<file path="src/rtl/uart_lsr_tracker.sv">
module uart_lsr_tracker #(
  parameter int DEPTH = 16,
  parameter int DW    = 8
) (
  input  logic          clk,
  input  logic          rst_n,
  input  logic          fifo_mode,
  input  logic          rx_valid,
  input  logic [DW-1:0] rx_data,
  input  logic          rx_perr,
  input  logic          rx_ferr,
  input  logic          rx_brk,
  input  logic          rx_mark,
  input  logic          rx_start,
  input  logic          rbr_rd,
  input  logic          lsr_rd,
  input  logic          thr_wr,
  input  logic          thr_load,
  input  logic          tsr_empty,
  input  logic          rls_en,
  output logic [DW-1:0] rbr_data,
  output logic [7:0]    lsr,
  output logic          irq
);
  localparam int AW = $clog2(DEPTH);
  localparam int CW = AW + 1;

  logic [DW-1:0] mem_d [DEPTH];
  logic [2:0]    mem_t [DEPTH];
  logic [AW-1:0] wp, rp;
  logic [CW-1:0] cnt, cnt_nxt, cap;
  logic mode_q, blk, mark_seen, pend, thre, ffe, bi, fe, pe, oe;
  logic flush, take, pop, room, push, ovw, ovr, head_chg;
  logic [DW-1:0] in_d;
  logic [2:0]    in_t;

  assign flush    = fifo_mode != mode_q;
  assign cap      = fifo_mode ? CW'(DEPTH) : CW'(1);
  assign take     = rx_valid && !flush && !(fifo_mode && blk);
  assign pop      = rbr_rd && (cnt != '0) && !flush;
  assign room     = (cnt < cap) || pop;
  assign push     = take && room;
  assign ovr      = take && !room;
  assign ovw      = ovr && !fifo_mode;
  assign in_d     = rx_brk ? '0 : rx_data;
  assign in_t     = {rx_brk, rx_ferr, rx_perr};
  assign cnt_nxt  = cnt + CW'(push) - CW'(pop);
  assign head_chg = (pop && cnt_nxt != '0) || (push && cnt == '0) || ovw;

  always_ff @(posedge clk) begin
    if (push) begin
      mem_d[wp] <= in_d;
      mem_t[wp] <= in_t;
    end else if (ovw) begin
      mem_d[rp] <= in_d;
      mem_t[rp] <= in_t;
    end
  end

  always_ff @(posedge clk or negedge rst_n) begin
    if (!rst_n) begin
      mode_q <= 1'b0;
      wp     <= '0;
      rp     <= '0;
      cnt    <= '0;
      pend   <= 1'b0;
    end else begin
      mode_q <= fifo_mode;
      pend   <= head_chg;
      if (flush) begin
        wp  <= '0;
        rp  <= '0;
        cnt <= '0;
      end else begin
        if (push) wp <= wp + AW'(1);
        if (pop)  rp <= rp + AW'(1);
        cnt <= cnt_nxt;
      end
    end
  end

  always_ff @(posedge clk or negedge rst_n) begin
    if (!rst_n) begin
      bi  <= 1'b0;
      fe  <= 1'b0;
      pe  <= 1'b0;
      oe  <= 1'b0;
      ffe <= 1'b0;
    end else begin
      bi  <= (bi & !lsr_rd) | (pend & !flush & mem_t[rp][2]);
      fe  <= (fe & !lsr_rd) | (pend & !flush & mem_t[rp][1]);
      pe  <= (pe & !lsr_rd) | (pend & !flush & mem_t[rp][0]);
      oe  <= (oe & !lsr_rd) | ovr;
      ffe <= flush ? 1'b0 : ((ffe & !lsr_rd) | (push & fifo_mode & (|in_t)));
    end
  end

  always_ff @(posedge clk or negedge rst_n) begin
    if (!rst_n) begin
      blk       <= 1'b0;
      mark_seen <= 1'b0;
    end else if (flush) begin
      blk       <= 1'b0;
      mark_seen <= 1'b0;
    end else if (fifo_mode && rx_valid && rx_brk && !blk) begin
      blk       <= 1'b1;
      mark_seen <= 1'b0;
    end else if (blk) begin
      if (mark_seen && rx_start) begin
        blk       <= 1'b0;
        mark_seen <= 1'b0;
      end else if (rx_mark) begin
        mark_seen <= 1'b1;
      end
    end
  end

  always_ff @(posedge clk or negedge rst_n) begin
    if (!rst_n)        thre <= 1'b1;
    else if (thr_wr)   thre <= 1'b0;
    else if (thr_load) thre <= 1'b1;
  end

  assign rbr_data = (cnt != '0) ? mem_d[rp] : '0;
  assign lsr      = {fifo_mode & ffe, thre & tsr_empty, thre, bi, fe, pe, oe, cnt != '0};
  assign irq      = rls_en & (bi | fe | pe | oe);
endmodule

</file>
<file path="config.mk">
export PLATFORM = sky130hd
export DESIGN_NAME = uart_lsr_tracker
export DESIGN_NICKNAME = d
export VERILOG_FILES = /design/src/rtl/uart_lsr_tracker.sv
export SDC_FILE = /design/constraint.sdc
export NUM_CORES = 1
export LEC_CHECK = 0
export BUFFER_PORTS_ARGS = -buffer_cell sky130_fd_sc_hd__buf_2
export CAP_MARGIN = 20
export CELL_PAD_IN_SITES_DETAIL_PLACEMENT = 0
export CELL_PAD_IN_SITES_GLOBAL_PLACEMENT = 1
export CORE_ASPECT_RATIO = 0.6
export CORE_UTILIZATION = 56
export DETAILED_ROUTE_END_ITERATION = 16
export PLACE_DENSITY_LB_ADDON = 0.1
export SYNTH_ARGS = -nofsm -noshare
export SYNTH_HDL_FRONTEND = slang
export SYNTH_SLANG_ARGS = --single-unit
</file>
<file path="constraint.sdc">
create_clock -name clk -period 8.8 [get_ports clk]
set_clock_uncertainty 0.15 [all_clocks]
set_input_delay 1.76 -clock clk [delete_from_list [all_inputs] [get_ports clk]]
set_output_delay 1.76 -clock clk [all_outputs]
set_load 0.02 [all_outputs]
</file>
==> run_results.csv, run 1 <==
group,metric,value,unit
clock_tree,root_buffer,"clkbuf_16",
timing,worst_slew_pin_slew,1.13,ns
global_routing,overflow,0,
cells_and_area,drive_gt1_share,23.9,%
placement,routabilityCongestion,0.898,
critical_path,crit_chain,"buf_4, mux4_2, and3_1, o21ai_0, nand2_1, buf_2",
yosys,ys_ff_latch,199,
floorplanning,num_rows,34,
timing,fin_crit,5.11,ns
global_routing,grt_antenna_before_repair,1,
yosys,synth_top_family_by_area,"multiplexers",
yosys,yosysWarnings,0,
pwr,vdd_drop_max,126,µV
cells_and_area,fin_nets,582,
floorplanning,pin_count,40,
pwr,leakagePower,3.21,nW
critical_path,cpPeakStageDelay,0.77,ns
route,ant_nets,0,
status,status,"finished, final reports clean",
timing,max-slew-margin-rel,24.5,%
yosys,synth_xor_area_share,1.05,%
critical_path,crit_family,"buffers and inverters",
route,avgRoutedWirePerCell,23.9,µm
yosys,synth_edf_count,176,
critical_path,setup.worst_path.class,"reg -> out",
cells_and_area,fin_util,64.4,%
floorplanning,die_h,96.7,µm
critical_path,startpoint_type,"flop",
floorplanning,fp.dieW,160,µm
placement,hpwlAfterDp,12.0,mm
yosys,synth-simple-area-share,7.67,%
clock_tree,post_cts_buffers,0,
route,routed_wl,18.2,mm
yosys,synth_area_leaders,"edfxtp_1 63%, mux4_2 8.3%, dfrtp_1 6.6%",
clock_tree,cts-htree-levels,4,
yosys,syn_avg_cell_area,16.8,µm²
clock_tree,clkTransAtPathRegs,0.07,ns
critical_path,cp_num_cells,6,
yosys,syn-cell-area,8370,µm²
cells_and_area,antennaDiodeCount,0,
clock_tree,clock_sinks,199,
yosys,synthMuxAreaShare,13.1,%
min_path,worstHoldPathType,"reg -> reg",
yosys,synthArstFlopShare,11.6,%
timing,max_freq,196,MHz
yosys,synth_adder_area_share,1.73,%
clock_tree,cts_tree,"done",
timing,grt_setup_unrepaired,"no",
yosys,synth.top_cell.area_share,63.2,%
critical_path,cp_max_fo,34,
yosys,yosys.area.top_type,"edfxtp_1",
timing,final_max_slew_viol_count,0,
cells_and_area,area_delta_synth_final,11.9,%
placement,portBuffers,39,
pwr,powerDensity,269,nW/µm²
clock_tree,insertion_delay,0.43,ns
cells_and_area,fill_cells,1054,
floorplanning,die_area,15400,µm²
clock_tree,cts_buffers,17,
global_routing,grt_max_degree,44,
floorplanning,initial_utilization,57.5,%
yosys,netlist_instances,499,
yosys,synth_seq_area_share,70.1,%
route,drc,0,
timing,hold_viol_final,0,
yosys,synth.distinct_cells,49,
critical_path,setup.worst_path.end_class,"output pin",
timing,min_period_over_period,58.1,%
timing,setup_violations,0,
critical_path,required,6.89,ns
critical_path,worstPathArrival,3.20,ns
min_path,hold_depth,2,
route,viasPerCell,6.05,
critical_path,worst-r2r-cell-count,12,
route,dr.pass1.iters,5,
route,drt-initial-drc-count,440,
clock_tree,cts_hold_buf,0,
global_routing,grt_pass1_wl,27.5,mm
global_routing,grt_pass1_vias,4462,
clock_tree,post_cts_resized,0,
global_routing,grt_use_total,25.2,%
yosys,synth_top_flop_cell,"edfxtp_1",
clock_tree,cts_buffer_depth,2,
critical_path,crit_buf_inv,2,
route,num_vias,4591,
yosys,synth_compound_area_share,4.32,%
timing,setup-tns-final,0,ns
critical_path,crit_path_top_delay_cell,"dfrtp_4",
job,maxCapViolCount,0,
yosys,syn-num-nets,533,
floorplanning,fp.coreArea,14500,µm²
layout make-up:
cell class              instances  area (µm²)  share of cell area, %
flip-flops and latches        199        5870                   62.7
multi-input cells             267        2330                   24.9
clock buffers                  18         429                   4.58
repair buffers                 55         344                   3.67
well taps                     198         248                   2.65
clock inverters                14         116                   1.24
inverters                       8        30.0                  0.321
cell families after synthesis:
family | count (synthesis)
compound gates | 53
xor+xnor | 10
buf+inv | 33
simple gates | 124
flops | 199
fa+ha+maj | 11
mux | 69
per-stage QoR:
step	cell area [µm²]	instances	power, W	worst slack [ns]	hold slack (ns)
floorplan	8370	499	0.00164	4.33	0.316
global placement	8720	718	0.00181	4.00	0.333
detailed placement	8730	719	0.00181	3.98	0.357
CTS	9280	751	0.00253	3.66	0.370
global route	9360	759	0.00263	3.48	0.378
finish	9360	759	0.00252	3.69	0.365
synth_stat cells, drive strengths merged, types with 2 or more instances:
master and n:
nand2 26, nand2b 6, nor2b 20, edfxtp 176, o22ai 14, xor2 5
and3 4, o41ai 3, nor2 43, a32oi 5, buf 17, and2 7
a22oi 4, clkbuf 8, nand3b 2, xnor2 5, dfrtp 22, inv 8
mux4 31, mux2i 29, a21oi 9, nand4 2, nand3 3, nor3 6
ha 10, mux2 9, o311ai 2, o21ai 10
layout by cell type, fill, tap and decap left out, types with 5 or more instances in the layout:
| cell | instances |
|---|---|
| xor2_1 | 5 |
| buf_4 | 9 |
| o22ai_1 | 14 |
| a21oi_1 | 8 |
| buf_2 | 39 |
| nand2_1 | 25 |
| nor3_1 | 6 |
| dfrtp_1 | 20 |
| and2_1 | 6 |
| o21ai_0 | 10 |
| a32oi_1 | 5 |
| xnor2_1 | 5 |
| nor2b_1 | 20 |
| inv_1 | 8 |
| mux4_2 | 31 |
| buf_6 | 6 |
| mux2_2 | 8 |
| nor2_1 | 43 |
| edfxtp_1 | 176 |
| ha_1 | 10 |
| mux2i_1 | 29 |
| nand2b_1 | 6 |
| clkbuf_16 | 17 |
per-layer routing:
layer | track usage (%) | vias up | part of all wire (%)
li1 | - | 2028 | -
met2 | 33.6 | 174 | 42
met5 | 0 | - | 0
met1 | 40.8 | 2372 | 48
met4 | 7.40 | 0 | 1.3
met3 | 6.43 | 17 | 8.2
worst register-to-register path, stage by stage (launching register included):
cell      delay, ns
dfrtp_1        0.39
inv_1          0.16
ha_1           0.18
or4b_4         0.58
and2_2         0.30
nand2_1        0.13
nand2_1        0.07
ha_1           0.21
fa_1           0.44
xor2_1         0.23
nor3b_1        0.24
a311o_1        0.20
o311ai_0       0.11
state kept, by name (all words and copies together), names as in the netlist, 4 cells and up:
register,count
mem_d,128
mem_t,48
wp,4
rp,4
cnt,5
path summary, 6_finish.rpt:
kind                       slack, ns    from          end
setup / recovery                3.69   rp[0]  rbr_data[5]
hold / removal                  0.37    thre         thre
setup reg to reg                5.25  cnt[2]         pend
hold reg to reg                 0.37    thre         thre
max in group asynchronous       6.92   rst_n        rp[0]
min in group asynchronous       1.15   rst_n          blk
report_power, final:
part	switching, W	internal [W]	total [W]	leakage, nW
Combinational	0.000362	0.000283	0.000645	1.04
Clock	0.000355	0.000370	0.000725	0.268
Sequential	0.0000791	0.00107	0.00115	1.91
Power figures use the tool's default switching activity.
==> inputs of run 2 (changes only) <==
Settings changed: CORE_UTILIZATION 56 to 47.
Clock period 8.8 ns to 4.5 ns, I/O delays scaled along.
==> run 2 against run 1 <==
Utilization fell by 9.2 points. Final area rose by 1.7%. Routed wire length rose by 0.99%. Via count fell by 0.48%. First-iteration DRC count rose by 14%. Register-to-register slack got worse by 4.2 ns. Combinational power rose by 100%. Clock power rose by 100%. Global-route usage fell by 3.8 points. Die area rose by 19%. Critical path type unchanged. Critical endpoint is now rbr_data[2]. Largest cell class unchanged.
==> run_results.csv, run 2 (same netlist as run 1, synthesis figures left out) <==
group,metric,value,unit
clock_tree,clock_sinks,199,
clock_tree,cts_buffers,17,
cells_and_area,drive_gt1_share,26.0,%
pwr,p_sw,0.00156,W
cells_and_area,multi_input_area,2330,µm²
route,routed_wl,18.3,mm
clock_tree,cts_hold_buf,0,
cells_and_area,fill_cells,1360,
critical_path,required,3.45,ns
timing,worst_slew_pin_slew,1.06,ns
pwr,internal_power,0.00341,W
clock_tree,cts_tree,"done",
pwr,swShare,31.4,%
route,avgRoutedWirePerCell,22.6,µm
cells_and_area,reg_top3,"mem_d (128), mem_t (48), cnt (5)",
timing,max-slew-margin-rel,29.4,%
critical_path,worstPathArrival,2.74,ns
clock_tree,cts_buffer_depth,2,
floorplanning,die_area,18400,µm²
pwr,powerDensity,522,nW/µm²
critical_path,crit_top_cell,"nor2_1",
cells_and_area,stdcell_count,812,
placement,dp.cells,772,
timing,setup-tns-final,0,ns
critical_path,r2r_start,"cnt[3]",
pwr,clockPowerShare,29.3,%
cells_and_area,layout_common_cells,"176 x edfxtp_1, 43 x nor2_1, 39 x buf_2",
timing,whs,0.297,ns
clock_tree,post_cts_resized,0,
timing,final_max_slew_viol_count,0,
floorplanning,initial_utilization,48.4,%
global_routing,overflow,0,
clock_tree,root_buffer,"clkbuf_16",
cells_and_area,area_delta_synth_final,13.8,%
critical_path,crit_path_top_delay_cell,"dfrtp_2",
critical_path,setup.worst_path.end_class,"output pin",
placement,portBuffers,39,
critical_path,crit_chain,"buf_4, mux4_2, nor2_1, nor2_1, a32oi_1, o21ai_0, buf_2",
route,viasPerCell,5.63,
pwr,p_seq_share,44.7,%
critical_path,startpoint_type,"flop",
timing,min_period_over_period,84.3,%
cells_and_area,final_common_cell,"edfxtp_1",
pwr,leakagePower,3.30,nW
timing,setup_violations,0,
cells_and_area,register_area,5870,µm²
job,maxCapViolCount,0,
global_routing,grt_antenna_before_repair,0,
pwr,vdd_drop_max,239,µV
global_routing,grt_pass1_vias,4455,
route,drt-initial-drc-count,501,
clock_tree,clkTransAtPathRegs,0.08,ns
route,drc,0,
pwr,p_comb_share,26.0,%
route,ant_nets,0,
clock_tree,cts-htree-levels,4,
floorplanning,fp.dieW,174,µm
timing,hold_viol_final,0,
timing,fin_crit,3.79,ns
placement,routabilityCongestion,0.813,
timing,fin_ws,0.708,ns
global_routing,grt_pass1_wl,28.1,mm
route,dr.pass1.iters,6,
floorplanning,num_rows,37,
min_path,worstHoldPathType,"in -> async",
critical_path,setup.worst_path.class,"reg -> out",
floorplanning,die_h,105,µm
route,num_vias,4569,
global_routing,grt_use_total,21.5,%
timing,max_freq,264,MHz
critical_path,cpPeakStageDelay,0.74,ns
timing,grt_setup_unrepaired,"no",
critical_path,r2r_slack,1.02,ns
clock_tree,insertion_delay,0.43,ns
clock_tree,post_cts_buffers,0,
floorplanning,pin_count,40,
cells_and_area,fin_nets,598,
placement,place_ws,0.512,ns
global_routing,grt_max_degree,28,
cells_and_area,top_register,"mem_d",
critical_path,cp_max_fo,22,
critical_path,startpoint,"rp[1]",
cells_and_area,largest_reg_flops,128,
placement,hpwlAfterDp,12.3,mm
status,status,"finished, final reports clean",
floorplanning,fp.coreArea,17300,µm²
==> run 2: changes by cell type in the layout (fill, tap and decap cells not counted) <==
cell / change
clkbuf_8: -1
inv_8: +2
clkinv_4: -2
clkinv_8: +1
inv_6: +1
clkinv_2: -1
buf_4: +22
diode_2: +1
clkinvlp_4: -1
buf_6: -5
==> run 2: worst paths after layout <==
kind	to	depth (start not counted)
max	rbr_data[2]	7
min	wp[1]	1
max reg2reg	pend	13
min reg2reg	mark_seen	1
max in group asynchronous	rp[0]	1
min in group clk	mark_seen	1
==> run 2: cell type report <==
type,instances,share of cell area (%)
sequential,199,61.6
multi-input combinational,267,24.5
timing repair buffer,71,4.61
clock buffer,18,4.51
tap,234,3.07
clock inverter,14,1.41
inverter,8,0.315
antenna,1,0.0263
==> run 2: through the flow <==
stage	area (µm²)	util, %	total power (W)
5_1_grt	9520	55.1	0.00520
6_report	9520	55.2	0.00497
2_1_floorplan	8370	-	0.00321
3_3_place_gp	8900	51.6	0.00354
3_5_place_dp	8900	51.6	0.00356
4_1_cts	9470	54.8	0.00500
==> run 2: layer usage <==
| layer | part of all wire (%) | global-route usage (%) |
|---|---|---|
| met1 | 51 | 36.2 |
| met2 | 41 | 28.0 |
| met3 | 7.1 | 4.00 |
| met4 | 0.76 | 5.26 |
| met5 | 0 | 0 |
==> run 2: worst max-delay path: cells and delay by family (launching register included) <==
kind / cells / cell delay [ns]
AO/OA/AOI/OAI: 2 / 0.29
buffers and inverters: 2 / 0.61
flip-flops: 1 / 0.74
multiplexers: 1 / 0.35
AND/OR/NAND/NOR: 2 / 0.30
==> run 2: power by group through the flow <==
| stage | combinational (W) | clock [W] | sequential [W] |
|---|---|---|---|
| floorplan | 0.00104 | 0 | 0.00217 |
| global placement | 0.00127 | 0 | 0.00227 |
| detailed placement | 0.00129 | 0 | 0.00227 |
| CTS | 0.00129 | 0.00148 | 0.00223 |
| global route | 0.00141 | 0.00155 | 0.00224 |
| finish | 0.00129 | 0.00146 | 0.00222 |
==> inputs of run 3 (changes only) <==
Settings changed: ABC_AREA set to 1, CORE_UTILIZATION 47 to 50.
Clock period 4.5 ns to 3.9 ns, I/O delays scaled along.
==> run 3 against run 2 <==
Critical endpoint is now rbr_data[7]. Worst hold slack worse by 0.12 ns. Worst setup slack worse by 0.44 ns. Combinational power up 6%.
==> run_results.csv, run 3 <==
group,metric,value,unit
placement,dp.cells,975,
clock_tree,clock_sinks,199,
pwr,p_comb_share,24.4,%
floorplanning,fp.dieW,170,µm
critical_path,worst-r2r-cell-count,18,
global_routing,grt_pass1_wl,32.1,mm
min_path,worstHoldPathType,"in -> async",
route,viasPerCell,5.64,
pwr,p_seq_share,44.5,%
yosys,synth_most_common_cell,"edfxtp_1",
floorplanning,die_h,103,µm
clock_tree,root_buffer,"clkbuf_16",
cells_and_area,largest_reg_flops,128,
floorplanning,pin_count,40,
clock_tree,clkTransAtPathRegs,0.08,ns
yosys,synth_area_leaders,"edfxtp_1 62%, dfrtp_1 6.5%, nor2_1 5.7%",
clock_tree,cts_buffer_depth,2,
clock_tree,post_cts_resized,0,
critical_path,setup.worst_path.end_class,"output pin",
route,num_vias,5687,
global_routing,use_met2,37.2,%
timing,hold_viol_final,0,
critical_path,crit_path_top_delay_cell,"dfrtp_2",
clock_tree,cts-htree-levels,4,
clock_tree,insertion_delay,0.43,ns
route,avgRoutedWirePerCell,20.8,µm
route,dr.pass1.iters,5,
yosys,syn-cell-area,8520,µm²
pwr,swShare,33.1,%
global_routing,grt_pass1_vias,5474,
critical_path,worstPathArrival,2.70,ns
timing,worst_slew_pin_slew,1.06,ns
critical_path,r2r_start,"cnt[3]",
pwr,p_sw,0.00186,W
clock_tree,cts_hold_buf,0,
cells_and_area,stdcell_count,1008,
critical_path,setup.worst_path.class,"reg -> out",
global_routing,grt_use_total,25.6,%
critical_path,cp_max_fo,85,
floorplanning,die_area,17600,µm²
timing,setup-tns-final,0,ns
timing,max_freq,275,MHz
global_routing,grt_antenna_before_repair,0,
global_routing,top_usage_layer,"met1",
status,status,"finished, final reports clean",
clock_tree,cts_buffers,17,
global_routing,grt_util_met1,39.0,%
timing,final_max_slew_viol_count,0,
cells_and_area,layout_common_cells,"176 x edfxtp_1, 130 x nor2_1, 86 x o21ai_0",
global_routing,use_met3,5.64,%
yosys,synthArstFlopShare,11.6,%
pwr,clockPowerShare,31.1,%
route,drt-initial-drc-count,571,
critical_path,startpoint_type,"flop",
yosys,ys_ff_latch,199,
placement,hpwlAfterDp,13.1,mm
cells_and_area,drive_gt1_share,17.1,%
critical_path,crit_family,"compound AO/OA/AOI/OAI gates",
timing,setup_violations,0,
floorplanning,num_rows,36,
pwr,leakagePower,3.57,nW
yosys,synth_top_flop_cell,"edfxtp_1",
clock_tree,cts_tree,"done",
timing,grt_setup_unrepaired,"no",
critical_path,r2r_slack,0.68,ns
global_routing,overflow,0,
critical_path,cpPeakStageDelay,0.64,ns
critical_path,r2r-end,"pend",
yosys,yosysWarnings,0,
cells_and_area,fill_cells,1343,
timing,max-slew-margin-rel,28.8,%
yosys,synth_seq_area_share,68.8,%
critical_path,required,2.97,ns
cells_and_area,fin_nets,801,
yosys,synth_edf_count,176,
yosys,yosys.area.top_type,"edfxtp_1",
timing,whs,0.177,ns
placement,routabilityCongestion,0.830,
timing,min_period_over_period,93.1,%
job,maxCapViolCount,0,
placement,portBuffers,39,
cells_and_area,multi_input_area,2300,µm²
route,routed_wl,20.9,mm
floorplanning,initial_utilization,51.8,%
yosys,netlist_instances,713,
yosys,syn_avg_cell_area,11.9,µm²
cells_and_area,antennaDiodeCount,0,
pwr,vdd_drop_max,285,µV
pwr,internal_power,0.00374,W
cells_and_area,top_register,"mem_d",
cells_and_area,register_area,5860,µm²
cells_and_area,area_delta_synth_final,13.7,%
timing,fin_crit,3.63,ns
route,ant_nets,0,
cells_and_area,final_common_cell,"edfxtp_1",
clock_tree,post_cts_buffers,0,
yosys,synth.top_cell.area_share,62.1,%
cells_and_area,reg_top3,"mem_d (128), mem_t (48), cnt (5)",
yosys,syn-num-nets,747,
route,drc,0,
timing,fin_ws,0.269,ns
critical_path,crit_buf_inv,3,
floorplanning,fp.coreArea,16400,µm²
placement,place_ws,0.177,ns
critical_path,crit_chain,"inv_2, buf_12, o21ai_0, o22ai_1, o211ai_1, a21oi_1, buf_2",
yosys,synthTopCellsByCount,"176 x edfxtp_1, 130 x nor2_1, 86 x o21ai_0, 67 x nand2_1, 37 x inv_1",
pwr,powerDensity,578,nW/µm²
yosys,synth.distinct_cells,40,
global_routing,grt_max_degree,86,
==> run 3: cell type report <==
type                            instances  share of cell area, %
Sequential cell                       199                   60.5
Inverter                               42                   1.68
Multi-Input combinational cell        431                   23.8
Clock buffer                           18                   4.43
Timing Repair Buffer                   76                   5.01
Tap cell                              228                   2.94
Clock inverter                         14                   1.65
==> run 3: cells by family (layout without fill, tap and decap cells) <==
logic type	count (synthesis)	in the layout	synth area share, %
flops	199	199	68.8
compound gates	166	166	11.7
buf+inv	83	150	4.16
xor+xnor	4	4	0.411
simple gates	244	244	12.5
mux	6	6	0.705
fa+ha+maj	11	11	1.70
==> run 3: worst max-delay path by stage <==
stage | end | slack (ns) | from | cells past startpoint
after floorplan | pend | 0.63 | fifo_mode | 18
after global placement | pend | 0.26 | fifo_mode | 21
after detailed placement | pend | 0.18 | fifo_mode | 19
after CTS | rbr_data[7] | 0.39 | rp[0] | 7
after global routing | rbr_data[6] | 0.19 | rp[0] | 7
final | rbr_data[7] | 0.27 | rp[0] | 7
==> run 3: power groups by stage <==
stage	sequential, W	clock [W]	combinational, W
finish	0.00249	0.00174	0.00137
global placement	0.00253	0	0.00134
floorplan	0.00249	0	0.000963
detailed placement	0.00253	0	0.00136
global route	0.00250	0.00185	0.00152
CTS	0.00249	0.00177	0.00136
==> run 3: through the flow <==
step / cell area (µm²) / power, W / utilization (%)
2_1_floorplan: 8520 / 0.00345 / -
3_3_place_gp: 9090 / 0.00387 / 55.3
3_5_place_dp: 9090 / 0.00389 / 55.3
4_1_cts: 9680 / 0.00562 / 58.9
5_1_grt: 9690 / 0.00587 / 58.9
6_report: 9690 / 0.00560 / 58.9
==> run 3: metal layers <==
layer  part of all wire (%)  up-vias
met1                     49     2832
met3                    7.2       15
met2                     43      176
met4                   0.74        0
li1                       -     2664
met5                      0        -
